File: src/rtl/bitins_pkg.sv
package bitins_pkg;

   // Operation select carried on in_op
   typedef enum logic {
      OP_INSERT = 1'b0,
      OP_BITREV = 1'b1
   } bitins_op_e;

   // Mask construction variants
   localparam int MASK_SHIFT  = 0;
   localparam int MASK_THERMO = 1;

endpackage

File: src/rtl/bitins_field_decode.sv
module bitins_field_decode #(
   parameter int DATA_W   = 32,
   parameter int CTRL_W   = 32,
   parameter int POS_LSB  = 0,
   parameter int POS_W    = 5,
   parameter int SIZE_LSB = 7,
   parameter int SIZE_W   = 5,
   parameter int SUM_W    = ((POS_W > SIZE_W) ? POS_W : SIZE_W) + 1
) (
   input  logic [CTRL_W-1:0] ctrl,
   output logic [POS_W-1:0]  fld_pos,
   output logic [SIZE_W-1:0] fld_len,
   output logic [SUM_W-1:0]  fld_end,
   output logic              fld_ok
);

   localparam logic [SUM_W-1:0] WORD_TOP = SUM_W'(DATA_W);

   if (POS_LSB + POS_W > CTRL_W) begin : g_bad_pos
      $error("position field lies outside the control word");
   end
   if (SIZE_LSB + SIZE_W > CTRL_W) begin : g_bad_size
      $error("length field lies outside the control word");
   end
   if ((2 ** POS_W) < DATA_W) begin : g_bad_posw
      $error("position field too narrow for the data width");
   end
   if ((2 ** SUM_W) <= DATA_W) begin : g_bad_sumw
      $error("sum width cannot hold the data width");
   end

   always_comb begin
      fld_pos = ctrl[POS_LSB +: POS_W];
      fld_len = ctrl[SIZE_LSB +: SIZE_W];
      // one past the top bit of the run
      fld_end = SUM_W'(fld_pos) + SUM_W'(fld_len);
      // empty runs and runs crossing the word top are refused
      fld_ok  = (fld_len != '0) && (fld_end <= WORD_TOP);
   end

endmodule

File: src/rtl/bitins_mask_gen.sv
module bitins_mask_gen
   import bitins_pkg::*;
#(
   parameter int DATA_W     = 32,
   parameter int POS_W      = 5,
   parameter int SIZE_W     = 5,
   parameter int SUM_W      = 6,
   parameter int MASK_STYLE = MASK_THERMO
) (
   input  logic [POS_W-1:0]  fld_pos,
   input  logic [SIZE_W-1:0] fld_len,
   input  logic [SUM_W-1:0]  fld_end,
   input  logic              fld_ok,
   output logic [DATA_W-1:0] mask
);

   if (MASK_STYLE != MASK_SHIFT && MASK_STYLE != MASK_THERMO) begin : g_bad_style
      $error("unknown mask style");
   end

   if (MASK_STYLE == MASK_SHIFT) begin : g_shift
      logic [DATA_W:0] ones_w;
      always_comb begin
         ones_w = ({{DATA_W{1'b0}}, 1'b1} << fld_len) - 1'b1;
         mask   = fld_ok ? (ones_w[DATA_W-1:0] << fld_pos) : '0;
      end
   end else begin : g_thermo
      // each bit compares its own index against the run bounds
      for (genvar i = 0; i < DATA_W; i++) begin : g_bit
         localparam logic [SUM_W-1:0] IDX = SUM_W'(i);
         assign mask[i] = fld_ok && (IDX >= SUM_W'(fld_pos)) && (IDX < fld_end);
      end
   end

   // the number of selected bits equals the run length, or zero when refused
   always_comb begin
      assert_mask_width_R2 : assert ($countones(mask) == (fld_ok ? int'(fld_len) : 0))
         else $error("mask popcount mismatch");
   end

endmodule

File: src/rtl/bitins_bit_rev.sv
module bitins_bit_rev #(
   parameter int DATA_W = 32,
   parameter int REV_W  = 16
) (
   input  logic [DATA_W-1:0] din,
   output logic [DATA_W-1:0] dout
);

   if (REV_W < 1 || REV_W > DATA_W) begin : g_bad_rev
      $error("reverse span must fit inside the data word");
   end

   for (genvar i = 0; i < REV_W; i++) begin : g_mirror
      assign dout[i] = din[REV_W-1-i];
   end

   if (REV_W < DATA_W) begin : g_upper
      assign dout[DATA_W-1:REV_W] = '0;
   end

endmodule

File: src/rtl/bitfield_insert_unit.sv
module bitfield_insert_unit
   import bitins_pkg::*;
#(
   parameter int DATA_W     = 32,
   parameter int CTRL_W     = 32,
   parameter int POS_LSB    = 0,
   parameter int POS_W      = 5,
   parameter int SIZE_LSB   = 7,
   parameter int SIZE_W     = 5,
   parameter int REV_W      = 16,
   parameter int MASK_STYLE = MASK_THERMO
) (
   input  logic              clk,
   input  logic              rst,
   input  logic              in_valid,
   input  logic              in_op,
   input  logic [31:0]       in_rs,
   input  logic [31:0]       in_rt,
   input  logic [31:0]       in_ctrl,
   output logic              out_valid,
   output logic [31:0]       out_data
);

   localparam int SUM_W = ((POS_W > SIZE_W) ? POS_W : SIZE_W) + 1;

   if (DATA_W != 32 || CTRL_W != 32) begin : g_bad_port
      $error("port widths are fixed at 32 bits");
   end

   logic [POS_W-1:0]  fld_pos;
   logic [SIZE_W-1:0] fld_len;
   logic [SUM_W-1:0]  fld_end;
   logic              fld_ok;
   logic [DATA_W-1:0] mask;
   logic [DATA_W-1:0] ins_word;
   logic [DATA_W-1:0] rev_word;
   logic [DATA_W-1:0] nxt_word;
   bitins_op_e        op;

   bitins_field_decode #(
      .DATA_W  (DATA_W),
      .CTRL_W  (CTRL_W),
      .POS_LSB (POS_LSB),
      .POS_W   (POS_W),
      .SIZE_LSB(SIZE_LSB),
      .SIZE_W  (SIZE_W),
      .SUM_W   (SUM_W)
   ) u_decode (
      .ctrl   (in_ctrl),
      .fld_pos(fld_pos),
      .fld_len(fld_len),
      .fld_end(fld_end),
      .fld_ok (fld_ok)
   );

   bitins_mask_gen #(
      .DATA_W    (DATA_W),
      .POS_W     (POS_W),
      .SIZE_W    (SIZE_W),
      .SUM_W     (SUM_W),
      .MASK_STYLE(MASK_STYLE)
   ) u_mask (
      .fld_pos(fld_pos),
      .fld_len(fld_len),
      .fld_end(fld_end),
      .fld_ok (fld_ok),
      .mask   (mask)
   );

   bitins_bit_rev #(
      .DATA_W(DATA_W),
      .REV_W (REV_W)
   ) u_rev (
      .din (in_rt),
      .dout(rev_word)
   );

   always_comb begin
      op       = bitins_op_e'(in_op);
      // source bits stay at their own indices
      ins_word = (in_rs & mask) | (in_rt & ~mask);
      nxt_word = (op == OP_BITREV) ? rev_word : ins_word;
   end

   always_ff @(posedge clk) begin
      if (rst) begin
         out_valid <= 1'b0;
         out_data  <= '0;
      end else begin
         out_valid <= in_valid;
         if (in_valid) begin
            out_data <= nxt_word;
         end
      end
   end

   // one-cycle latency of the valid strobe
   assert_valid_follows_R6 : assert property (@(posedge clk) disable iff (rst)
      in_valid |=> out_valid);
   assert_valid_drops_R6 : assert property (@(posedge clk) disable iff (rst)
      !in_valid |=> !out_valid);
   assert_hold_idle_R6 : assert property (@(posedge clk) disable iff (rst)
      !in_valid |=> $stable(out_data));

   // empty run passes the destination through
   assert_empty_run_R3 : assert property (@(posedge clk) disable iff (rst)
      (in_valid && !in_op && fld_len == '0) |=> (out_data == $past(in_rt)));

   // run crossing the word top passes the destination through
   assert_past_top_R4 : assert property (@(posedge clk) disable iff (rst)
      (in_valid && !in_op && (fld_end > SUM_W'(DATA_W))) |=> (out_data == $past(in_rt)));

   // reverse mode leaves the upper part zero
   assert_rev_upper_R5 : assert property (@(posedge clk) disable iff (rst)
      (in_valid && in_op) |=> (out_data[31:REV_W] == '0));

   // reset clears the outputs
   assert_reset_clear_R7 : assert property (@(posedge clk)
      rst |=> (!out_valid && out_data == '0));

endmodule

File: config.mk
export PLATFORM = sky130hd
export DESIGN_NAME = bitfield_insert_unit
export DESIGN_NICKNAME = d
export VERILOG_FILES = /design/src/rtl/bitins_pkg.sv /design/src/rtl/bitins_field_decode.sv /design/src/rtl/bitins_mask_gen.sv /design/src/rtl/bitins_bit_rev.sv /design/src/rtl/bitfield_insert_unit.sv
export SDC_FILE = /design/constraint.sdc
export NUM_CORES = 1
export LEC_CHECK = 0
export ABC_CLOCK_PERIOD_IN_PS = 3300
export BUFFER_PORTS_ARGS = -buffer_cell sky130_fd_sc_hd__buf_2
export CAP_MARGIN = 20
export CORE_MARGIN = 2
export CORE_UTILIZATION = 47
export CTS_CLUSTER_SIZE = 12
export DETAILED_ROUTE_END_ITERATION = 12
export PLACE_DENSITY = 0.85
export SKIP_LAST_GASP = 1
export SLEW_MARGIN = 20
export SYNTH_ARGS = -nofsm -noshare
export SYNTH_HDL_FRONTEND = slang
export SYNTH_SLANG_ARGS = --single-unit
File: constraint.sdc
create_clock -name clk -period 3.3 [get_ports clk]
set_input_delay 0.165 -clock clk [delete_from_list [all_inputs] [get_ports clk]]
set_output_delay 0.165 -clock clk [all_outputs]
set_load 0.01 [all_outputs]
# --- After elaboration in Yosys (flattened, before gate mapping) ---
# Index checks and enable logic that the tools add are counted.
word_totals:
  romBits: 0
  ramBits: 0
  ff_bits: 33
  out_inout_bits: 33
  n_memories: 0
  latchBits: 0
classes:
  mux: 1
  n_shift: 0
  eq_ne: 0
  div_mod_pow: 0
  n_addsub: 1
  n_bitwise: 4
  magnitude_cmp: 64
  mul: 0
  reduce_logical: 65
op_table:
  columns: ["cell", "n"]
  rows:
  - ["5-bit by 6-bit < comparator with 1-bit output (first input constant)", 16]
  - ["5-bit >= comparator (first input constant)", 15]
  - ["32-bit bitwise AND", 2]
  - ["1-bit logical AND", 64]
  - ["4-bit by 6-bit < comparator with 1-bit output (first input constant)", 8]
  - ["4-bit by 5-bit >= comparator with 1-bit output (first input constant)", 8]
  - ["32-bit two-way mux", 1]
  - ["32-bit NOT", 1]
  - ["32-bit bitwise OR", 1]
  - ["3-bit by 6-bit < comparator with 1-bit output (first input constant)", 4]
  - ["3-bit by 5-bit >= comparator with 1-bit output (first input constant)", 4]
  - ["1-bit by 6-bit < comparator with 1-bit output (first input constant)", 2]
  - ["2-bit by 6-bit < comparator with 1-bit output (first input constant)", 2]
  - ["1-bit by 5-bit >= comparator with 1-bit output (first input constant)", 2]
  - ["2-bit by 5-bit >= comparator with 1-bit output (first input constant)", 2]
  - ["5-bit by 5-bit adder with 6-bit output", 1]
  - ["6-bit <= comparator (second input constant)", 1]
  - ["5-bit nonzero test", 1]

# --- Logic depth before layout (Yosys ltp) ---
# Gate-level depths: netlist of the first run.
depth:
  word_depth: 9
  mapped_depth: 12
  ltp_nobuf: 10

# --- Modules after synthesis ---
# Synthesis of the first run repeated with hierarchy kept, for this count alone.
hier_totals:
  cells_unflattened: 354
  hier_area_um2: 3220.6
modules_own_cells:
  columns: ["module", "area_per_inst_um2", "n_inst", "cells_each"]
  rows:
  - ["bitfield_insert_unit", 2059.5, 1, 185]
  - ["bitins_mask_gen", 634.4, 1, 100]
  - ["bitins_field_decode", 282.8, 1, 36]
  - ["bitins_bit_rev", 244.0, 1, 33]

# --- Worst setup path after synthesis of the first run ---
# OpenSTA, ideal clock, no wires.
synth_timing:
  kind: "input to register"
  startpoint: "in in_ctrl[1]"
  endpoint: "reg out_data[0]"
  path_slack_ns: 0.347
  t_required_ns: 3.166
  cell_stages: 12
  n_path_buf: 3
  setup_time_ns: 0.134
  t_arrival_ns: 2.820
  path_cell_list: "clkbuf_1 -> inv_1 -> fa_1 -> clkbuf_1 -> nor2b_1 -> and3_1 -> mux2_4 -> o2111ai_4 -> buf_4 -> nor4_2 -> mux2i_1 -> o22ai_1"
synth_via:
  elab_chain_cells: 9
synth_lines:
  columns: ["element", "line", "source"]
  rows:
  - ["from (decl)", "bitfield_insert_unit.sv:19", "input logic [31:0] in_ctrl,"]
  - ["5-bit by 5-bit adder with 6-bit output", "bitins_field_decode.sv:36", "fld_end = SUM_W'(fld_pos) + SUM_W'(fld_len);"]
  - ["6-bit <= comparator", "bitins_field_decode.sv:38", "fld_ok = (fld_len != '0) && (fld_end <= WORD_TOP);"]
  - ["1-bit logical AND", "bitins_field_decode.sv:38", null]
  - ["1-bit logical AND", "bitins_mask_gen.sv:31", "assign mask[i] = fld_ok && (IDX >= SUM_W'(fld_pos)) && (IDX < fld_end);"]
  - ["1-bit logical AND *", "bitins_mask_gen.sv:31", null]
  - ["32-bit NOT", "bitfield_insert_unit.sv:81", "ins_word = (in_rs & mask) | (in_rt & ~mask);"]
  - ["32-bit bitwise AND", "bitfield_insert_unit.sv:81", null]
  - ["32-bit bitwise OR *", "bitfield_insert_unit.sv:81", null]
  - ["32-bit two-way mux *", "bitfield_insert_unit.sv:82", "nxt_word = (op == OP_BITREV) ? rev_word : ins_word;"]
  - ["to (signal assigned)", "bitfield_insert_unit.sv:92", "out_data <= nxt_word;"]
  - ["to (decl)", "bitfield_insert_unit.sv:21", "output logic [31:0] out_data"]
# Mark *: on every way between the ends. The rest lies on a longest branch, timed or not.
# A chain may end at the register's enable or synchronous reset.

# --- Final worst setup path of the first run ---
layout_timing:
  startpoint: "in in_ctrl[0]"
  endpoint: "reg out_data[14]"
# The elaborated chain is that of the path after synthesis.

==> results of run 1 <==
-- power breakdown --
part,internal (uW),leakage [uW],switching [uW]
Clock,246,0.0000585,151
Sequential,424,0.000271,12.0
Combinational,218,0.00119,295
-- registers in the layout (all words and copies together), names as in the netlist --
name / cells
out_data: 32
out_valid: 1
-- layout by cell type, fill, tap and decap left out, types with 3 or more instances in the layout --
cell and n:
mux2i_1 31, nor2b_1 26, inv_1 7, dfxtp_1 33, a221oi_1 5, a211oi_1 8, a21o_1 3, nand2_1 32
o22a_1 3, nor4_1 7, o22ai_1 14, and2_1 3, nor3_1 8, nor4_2 4, buf_4 16, nand3_1 3
clkbuf_8 6, a31oi_1 3, o21ai_0 30, ha_1 5, nor2_1 23, or3_1 3, and3_1 4, a21oi_1 30
or2_2 6, nand2b_1 6, buf_2 110
-- through the flow --
step                cell area [um^2]  hold slack [ns]  power (uW)
global route                    3530            0.172        1410
global placement                3400            0.429         929
CTS                             3520            0.151        1340
floorplan                       2740            0.340         764
finish                          3530            0.149        1350
detailed placement              3400            0.442         941
-- worst max-delay path, stage by stage --
cell       delay (ns)
buf_2            0.18
ha_1             0.25
inv_1            0.07
fa_1             0.50
buf_4            0.20
nand2b_1         0.26
nor2_1           0.24
a21o_1           0.15
a21oi_1          0.10
a2111oi_2        0.56
mux2i_1          0.23
o22ai_1          0.09
-- layer usage --
metal,up-vias,track usage
met5,-,0
met4,0,0.0983
met3,21,0.0562
met2,189,0.465
met1,1519,0.363
li1,1555,-
-- cells by family after synthesis --
kind of cell             count (synthesis)  share of synthesized area
buffers and inverters                   30                     0.0447
XOR/XNOR                                 2                    0.00639
AND/OR/NAND/NOR                        135                      0.268
AO/OA/AOI/OAI                          120                      0.291
flip-flops                              33                      0.241
multiplexers                            32                      0.119
adder cells (fa/ha/maj)                  6                     0.0301
-- area by class of cell --
cell class,instances,area (um^2)
multi-input cells,295,1960
clock inverters,1,30.0
clock buffers,7,86.3
inverters,7,26.3
well taps,72,90.1
flip-flops and latches,33,661
fillers,485,2050
repair buffers,126,671
-- worst paths after layout --
check	from	end	slack, ns	depth (start not counted)
worst min register to register	out_data[27]	out_data[27]	0.45	2
worst max register to register	out_data[13]	out_data[13]	2.39	4
worst min-delay path	in_rs[29]	out_data[29]	0.15	3
worst max-delay path	in_ctrl[0]	out_data[14]	0.44	12
==> results by stage, run 1 <==
Cells and area:
- In the final layout, the share of cells above drive strength 1 is 0.328.
- The share of the core filled with cells in the final layout is 0.633.
- Compared with the post-synthesis result, the final layout area differs by 28.7%.
- At the end of the flow, the number of nets in the layout was 574.
- The number of antenna cells inserted is 0.
- The final standard cell count with taps included and fillers excluded is 541.

Floorplanning:
- The area of the core is 0.00557 mm^2.
- The die covers 0.00646 mm^2.
- The y dimension of the die is 80.4 um.
- During I/O placement, the number of pins put on the boundary was 133.
- The die is 80.4 um wide.
- The starting density of the core is 0.492.
- The floorplan has 27 rows.

STA:
- The peak clock frequency supported by timing is 350 MHz.
- Setup violations remaining at the end of the flow were counted as 0.
- For the final routed database, the setup TNS stands at 0 ns.
- The actual slew at the worst max-slew pin is 1.04 ns.
- The worst path needs 2.86 ns of the cycle, external delays included.
- The max-slew violation count was 0.
- The final-report hold violation count is 0.
- The headroom to the max-slew limit is 0.305.
- The final worst setup slack is 0.439 ns.
- Setup repair after global routing left no endpoint under its margin.
- The setup skew after layout is 0 ns.
- In the finished design, the share of the clock period the worst path needs comes to 0.867.

Clock tree:
- The clock tree synthesis step divided the H-tree into 2 levels.
- The longest clock path from root to sink contains 2 buffers.
- Buffers added to address setup during post-CTS repair amount to 0.
- After clock tree synthesis, the clock-pin slew on the worst setup and hold paths is 0.07 ns.
- CTS saw 33 sinks.
- The CTS tree is built.
- The cts-stage hold buffer count is 0.
- The post-cts sizing count is 0.
- At the later pin of the worst-skew pair, clock insertion delay measures 0.29 ns.
- The TritonCTS buffer count is 5.
- In this run the clock root is driven by a clkbuf_8.

Critical path:
- Data arrives at the worst endpoint at 2.99 ns.
- The critical path data required time is 3.43 ns.
- The critical path in this run is classified as input pin to flop.
- The nature of the critical path startpoint is an input pin.
- The worst setup path is captured at a flop.
- The maximum fanout count along the critical path is 7.

Route:
- The detailed-route DRC error count is 0.
- The highest metal layer carrying signal wires in the routed design is met4.
- In the detailed route, the total length drawn on met3 is 849 um.
- The residual antenna-violating net count after detailed routing is 0.
- Using the TritonRoute via totals, the vias-per-cell ratio works out to 6.07.
- The average wire per cell in the routed design is 16.7 um.
- The first routing iteration left 351 violations.
- The detailed router placed 3284 vias in this run.
- After detailed routing, the total wire length is 9040 um.
- The first detailed-routing pass ran for 7 iterations.
- In the detailed route, the total length drawn on met2 is 4260 um.
- For this block, wires on met1 add up to 3750 um.

Global routing:
- The first global-routing pass estimated 14300 um of wire.
- The global-route usage over all layers is 0.281.
- The maximum number of pins on one net before global-route repair is 31.
- The via count of the first global-routing pass is 3107.
- The number of antenna violations at the first check in global routing is 0.
- The total grt overflow is 0.

Pwr:
- IR analysis of the VDD net gives a maximum drop of 0.000285 V.
- Summed over all cells, the static leakage comes to 0.00152 uW.
- The ratio of total power to cell area is 382 mW/mm^2.

Yosys:
- dfxtp_1 takes more of the synthesized area than any other cell.
- Yosys mapped the design onto 58 distinct sky130hd cell types.
- For this run, the register share of the synthesized area comes to 0.241.
- Among all flip-flop cells after synthesis, the most frequent one is dfxtp_1.
- In the post-synthesis netlist, the biggest area contributors are dfxtp_1 24%, mux2i_1 11%, nor2b_1 5.9%.
- In the synthesized netlist, the cells that appear most often are 33 x dfxtp_1, 32 x nand2_1, 31 x mux2i_1.
- Counting flops with an async set or reset pin after synthesis yields a share of 0.
- The count of mapped cells out of synthesis is 358.
- dfxtp_1 is the most common cell in the netlist.
- A synthesized cell averages 7.65 um^2.
- The cell area after synthesis is 0.00274 mm^2.
- Synthesis inferred 33 register bits.
- For this run, the number of Yosys warnings is 0.
- Of the post-synthesis cell area, the dominant cell type holds 0.241.
- When the netlist entered floorplanning its net count stood at 464.
- The synthesized design contains 0 enable-type register cells.

Place:
- The post-DP HPWL is 7060 um.
- The congestion estimate from routability-driven global placement came to 0.977.
- The placed instance count is 533.
- The post-place setup slack is 0.158 ns.
- During placement, the flow inserted port buffers numbering 110.

Worst hold path:
- The worst min-delay path category is input pin to flop.

Run:
- The number of maximum-capacitance constraint violations is 0.

Status:
- The flow ran to the end, and the final reports show no timing, DRC or antenna violations.
(Power assumes the default switching activity.)
==> inputs of run 2 (changes only) <==
- GPL_TIMING_DRIVEN: default -> 0
==> results by stage, run 2 (synthesis gave the netlist of run 1 again) <==
Pwr:
- The leakage power figure is 0.00147 uW.
- The switching share of total power is 0.364.
- The completed layout was analyzed and its total power is 1240 uW.
- Of the total power, combinational logic draws 0.396.
- The share of total power dissipated in sequential elements is 0.351.
- Cell internal power was estimated by the tool at 789 uW.
- For this design the total switching power over the nets is 452 uW.
- The ratio of total power to cell area is 359 mW/mm^2.
- Of the total power, the clock network draws 0.253.
- The maximum ir drop on the vdd rail is 0.000201 V.

Clock tree:
- The TritonCTS buffer count is 5.
- The root buffer cell chosen for the clock tree is clkbuf_8.
- The clock drives 33 sinks.
- The buffer depth of the longest clock path is 2.
- Buffers inserted to repair hold after CTS numbered 0.
- In this run the number of H-tree levels came out at 2.
- The clock slew at the register clock pins of the worst setup and hold paths is 0.07 ns.
- The clock latency on the worst-skew pair is 0.29 ns.
- TritonCTS built the clock tree.

Route:
- The count of vias placed by the detailed router is 3290.
- In this run the remaining antenna-violating nets after routing total 0.
- After detailed routing, the average wire length per cell comes to 16.5 um.
- The total wirelength of the detailed-routed design is 8980 um.
- For this block, the initial DRC count from the detailed router was 381.
- The detailed-route DRC error count is 0.
- Using the TritonRoute via totals, the vias-per-cell ratio works out to 6.05.
- Before antenna repair, the detailed router went through 5 iterations.

Critical path:
- In this run the worst path has a maximum fanout of 9.
- The endpoint arrival time on the critical path is 3.19 ns.
- The worst setup slack for register-to-register paths is 2.38 ns.
- Measured in cells, the most critical reg-to-reg path has a length of 4.
- The type of destination of the critical path is a flop.
- The launch instance of the worst register-to-register path is out_data[13].
- The critical path data required time is 3.46 ns.
- The worst reg2reg path endpoint is out_data[13].
- The critical path class is input pin to flop.
- The nature of the critical path startpoint is an input pin.

STA:
- The worst slack on hold paths is 0.160 ns.
- Setup violations remaining at the end of the flow were counted as 0.
- Setup repair after global routing left no endpoint under its margin.
- The actual slew at the worst max-slew pin is 0.741 ns.
- The final-report hold violation count came to 0.
- The setup skew after layout is 0 ns.
- The final worst setup slack is 0.270 ns.
- The peak clock frequency supported by timing is 330 MHz.
- The max-slew violation count is 0.
- Of the available clock period, the critical path in the final layout requires 0.918.
- The time the worst path needs with I/O delays and setup is 3.03 ns.
- The worst pin sits at a relative slew slack of 0.501.

Global routing:
- The global-route usage over all layers is 0.285.
- Entering global routing, the biggest net connects 11 pins.
- The number of antenna violations at the first check in global routing is 0.
- The total grt overflow is 0.
- The first global-routing pass estimated 14600 um of wire.
- The via count of the first global-routing pass was 3155.

Floorplanning:
- For this configuration, the core starts out at a cell density of 0.492.
- The number of top-level design ports is 133.
- The horizontal die dimension is 80.4 um.
- In this run the vertical extent of the chip is 80.4 um.
- The die covers 0.00646 mm^2.
- The initialized floorplan defines 27 standard-cell rows.
- After floorplanning, the core was sized to cover 0.00557 mm^2.

Place:
- Before CTS, the worst setup slack after placement is -0.333 ns.
- The post-DP HPWL is 7190 um.
- The final RePlAce weighted congestion is 0.932.
- The number of input and output port buffers inserted is 109.

Cells and area:
- More flip-flops sit in one register than any other, and that register is out_data.
- The library cell used most frequently in the layout, excluding fill and tap cells, is buf_2.
- The largest registers in the layout are out_data (32), out_valid (1).
- From synthesis to final layout, the design area changed by 26.3%.
- The total number of nets in the final design is 578.
- The footprint of the multi-input gates is 0.00196 mm^2.
- The number of antenna cells inserted is 0.
- The fraction of final layout cells with drive strength greater than 1 is 0.301.
- Across the whole layout, storage elements account for 661 um^2.
- The top cell types in the final layout, fill and taps aside, are 114 x buf_2, 33 x dfxtp_1, 32 x nand2_1, 31 x mux2i_1.
- The register with the most flip-flops in the layout has 32 of them.
- The number of inserted filler cells in the final layout is 498.

Worst hold path:
- The hold path startpoint is in_rt[26].
- Counting instances, the worst hold path has a depth of 3.
- The worst hold path belongs to the class input pin to flop.
- The path with the worst hold slack has its endpoint at out_data[26].

Status:
- The flow ran to the end, and the final reports show no timing, DRC or antenna violations.

Run:
- The number of maximum-capacitance constraint violations is 0.
## run 2: cell count changes in the layout (fill, tap and decap cells not counted)
cell / before / now
buf_4: 16 / 1
clkbuf_1: 1 / 15
buf_2: 110 / 114
nor2_1: 23 / 25
nor2_2: 2 / 0
bufinv_16: 1 / 0
clkinvlp_4: 0 / 1
fa_1: 1 / 0
fa_2: 0 / 1
## run 2: cell type report
| class | instances | area share |
|---|---|---|
| clock inverters | 1 | 0.00217 |
| plain buffers | 21 | 0.0257 |
| well taps | 72 | 0.0260 |
| flip-flops and latches | 33 | 0.191 |
| inverters | 7 | 0.00759 |
| clock buffers | 6 | 0.0239 |
| repair buffers | 109 | 0.158 |
| multi-input cells | 295 | 0.566 |
## run 2: critical path: stages
cell and delay, ns:
buf_2 0.18, ha_1 0.23, inv_1 0.08, fa_2 0.66, nor2b_1 0.33, and3_1 0.22
mux2_4 0.19, o2111ai_4 0.20, a2111oi_2 0.59, mux2i_1 0.24, o22ai_1 0.09
## run 2: power groups by stage
stage               Combinational, uW  Clock (uW)  Sequential (uW)
CTS                               480         317              435
floorplan                         308           0              455
detailed placement                478           0              443
global route                      535         344              439
finish                            492         314              435
global placement                  469           0              443
## run 2: metrics by stage
| step | util | instance area (um^2) | std cells | setup TNS [ns] |
|---|---|---|---|---|
| global placement | 0.606 | 3380 | 539 | -3.63 |
| floorplan | - | 2740 | 358 | 0 |
| finish | 0.621 | 3460 | 544 | 0 |
| global route | 0.621 | 3460 | 544 | 0 |
| detailed placement | 0.606 | 3380 | 539 | -4.26 |
| CTS | 0.621 | 3460 | 545 | 0 |
## run 2: how the worst max path moves through the flow
stage	depth (start not counted)	to	from
after floorplan	12	out_data[0]	in_ctrl[1]
after global placement	12	out_data[14]	in_ctrl[1]
after detailed placement	12	out_data[14]	in_ctrl[1]
after CTS	11	out_data[14]	in_ctrl[1]
after global routing	12	out_data[7]	in_ctrl[0]
final	11	out_data[14]	in_ctrl[0]
## run 2: repair_timing
action	CTS	global route
endpoints found under the setup margin	7	16
gates resized for setup	0	1
setup buffers	0	0
## run 2: layer usage
layer,up-vias,GRT usage,wire length [um],share of wire
met4,0,0.103,173,0.019
met3,22,0.0461,812,0.090
met2,195,0.482,4270,0.48
li1,1563,-,-,-
met5,-,0,0,0
met1,1510,0.364,3720,0.41
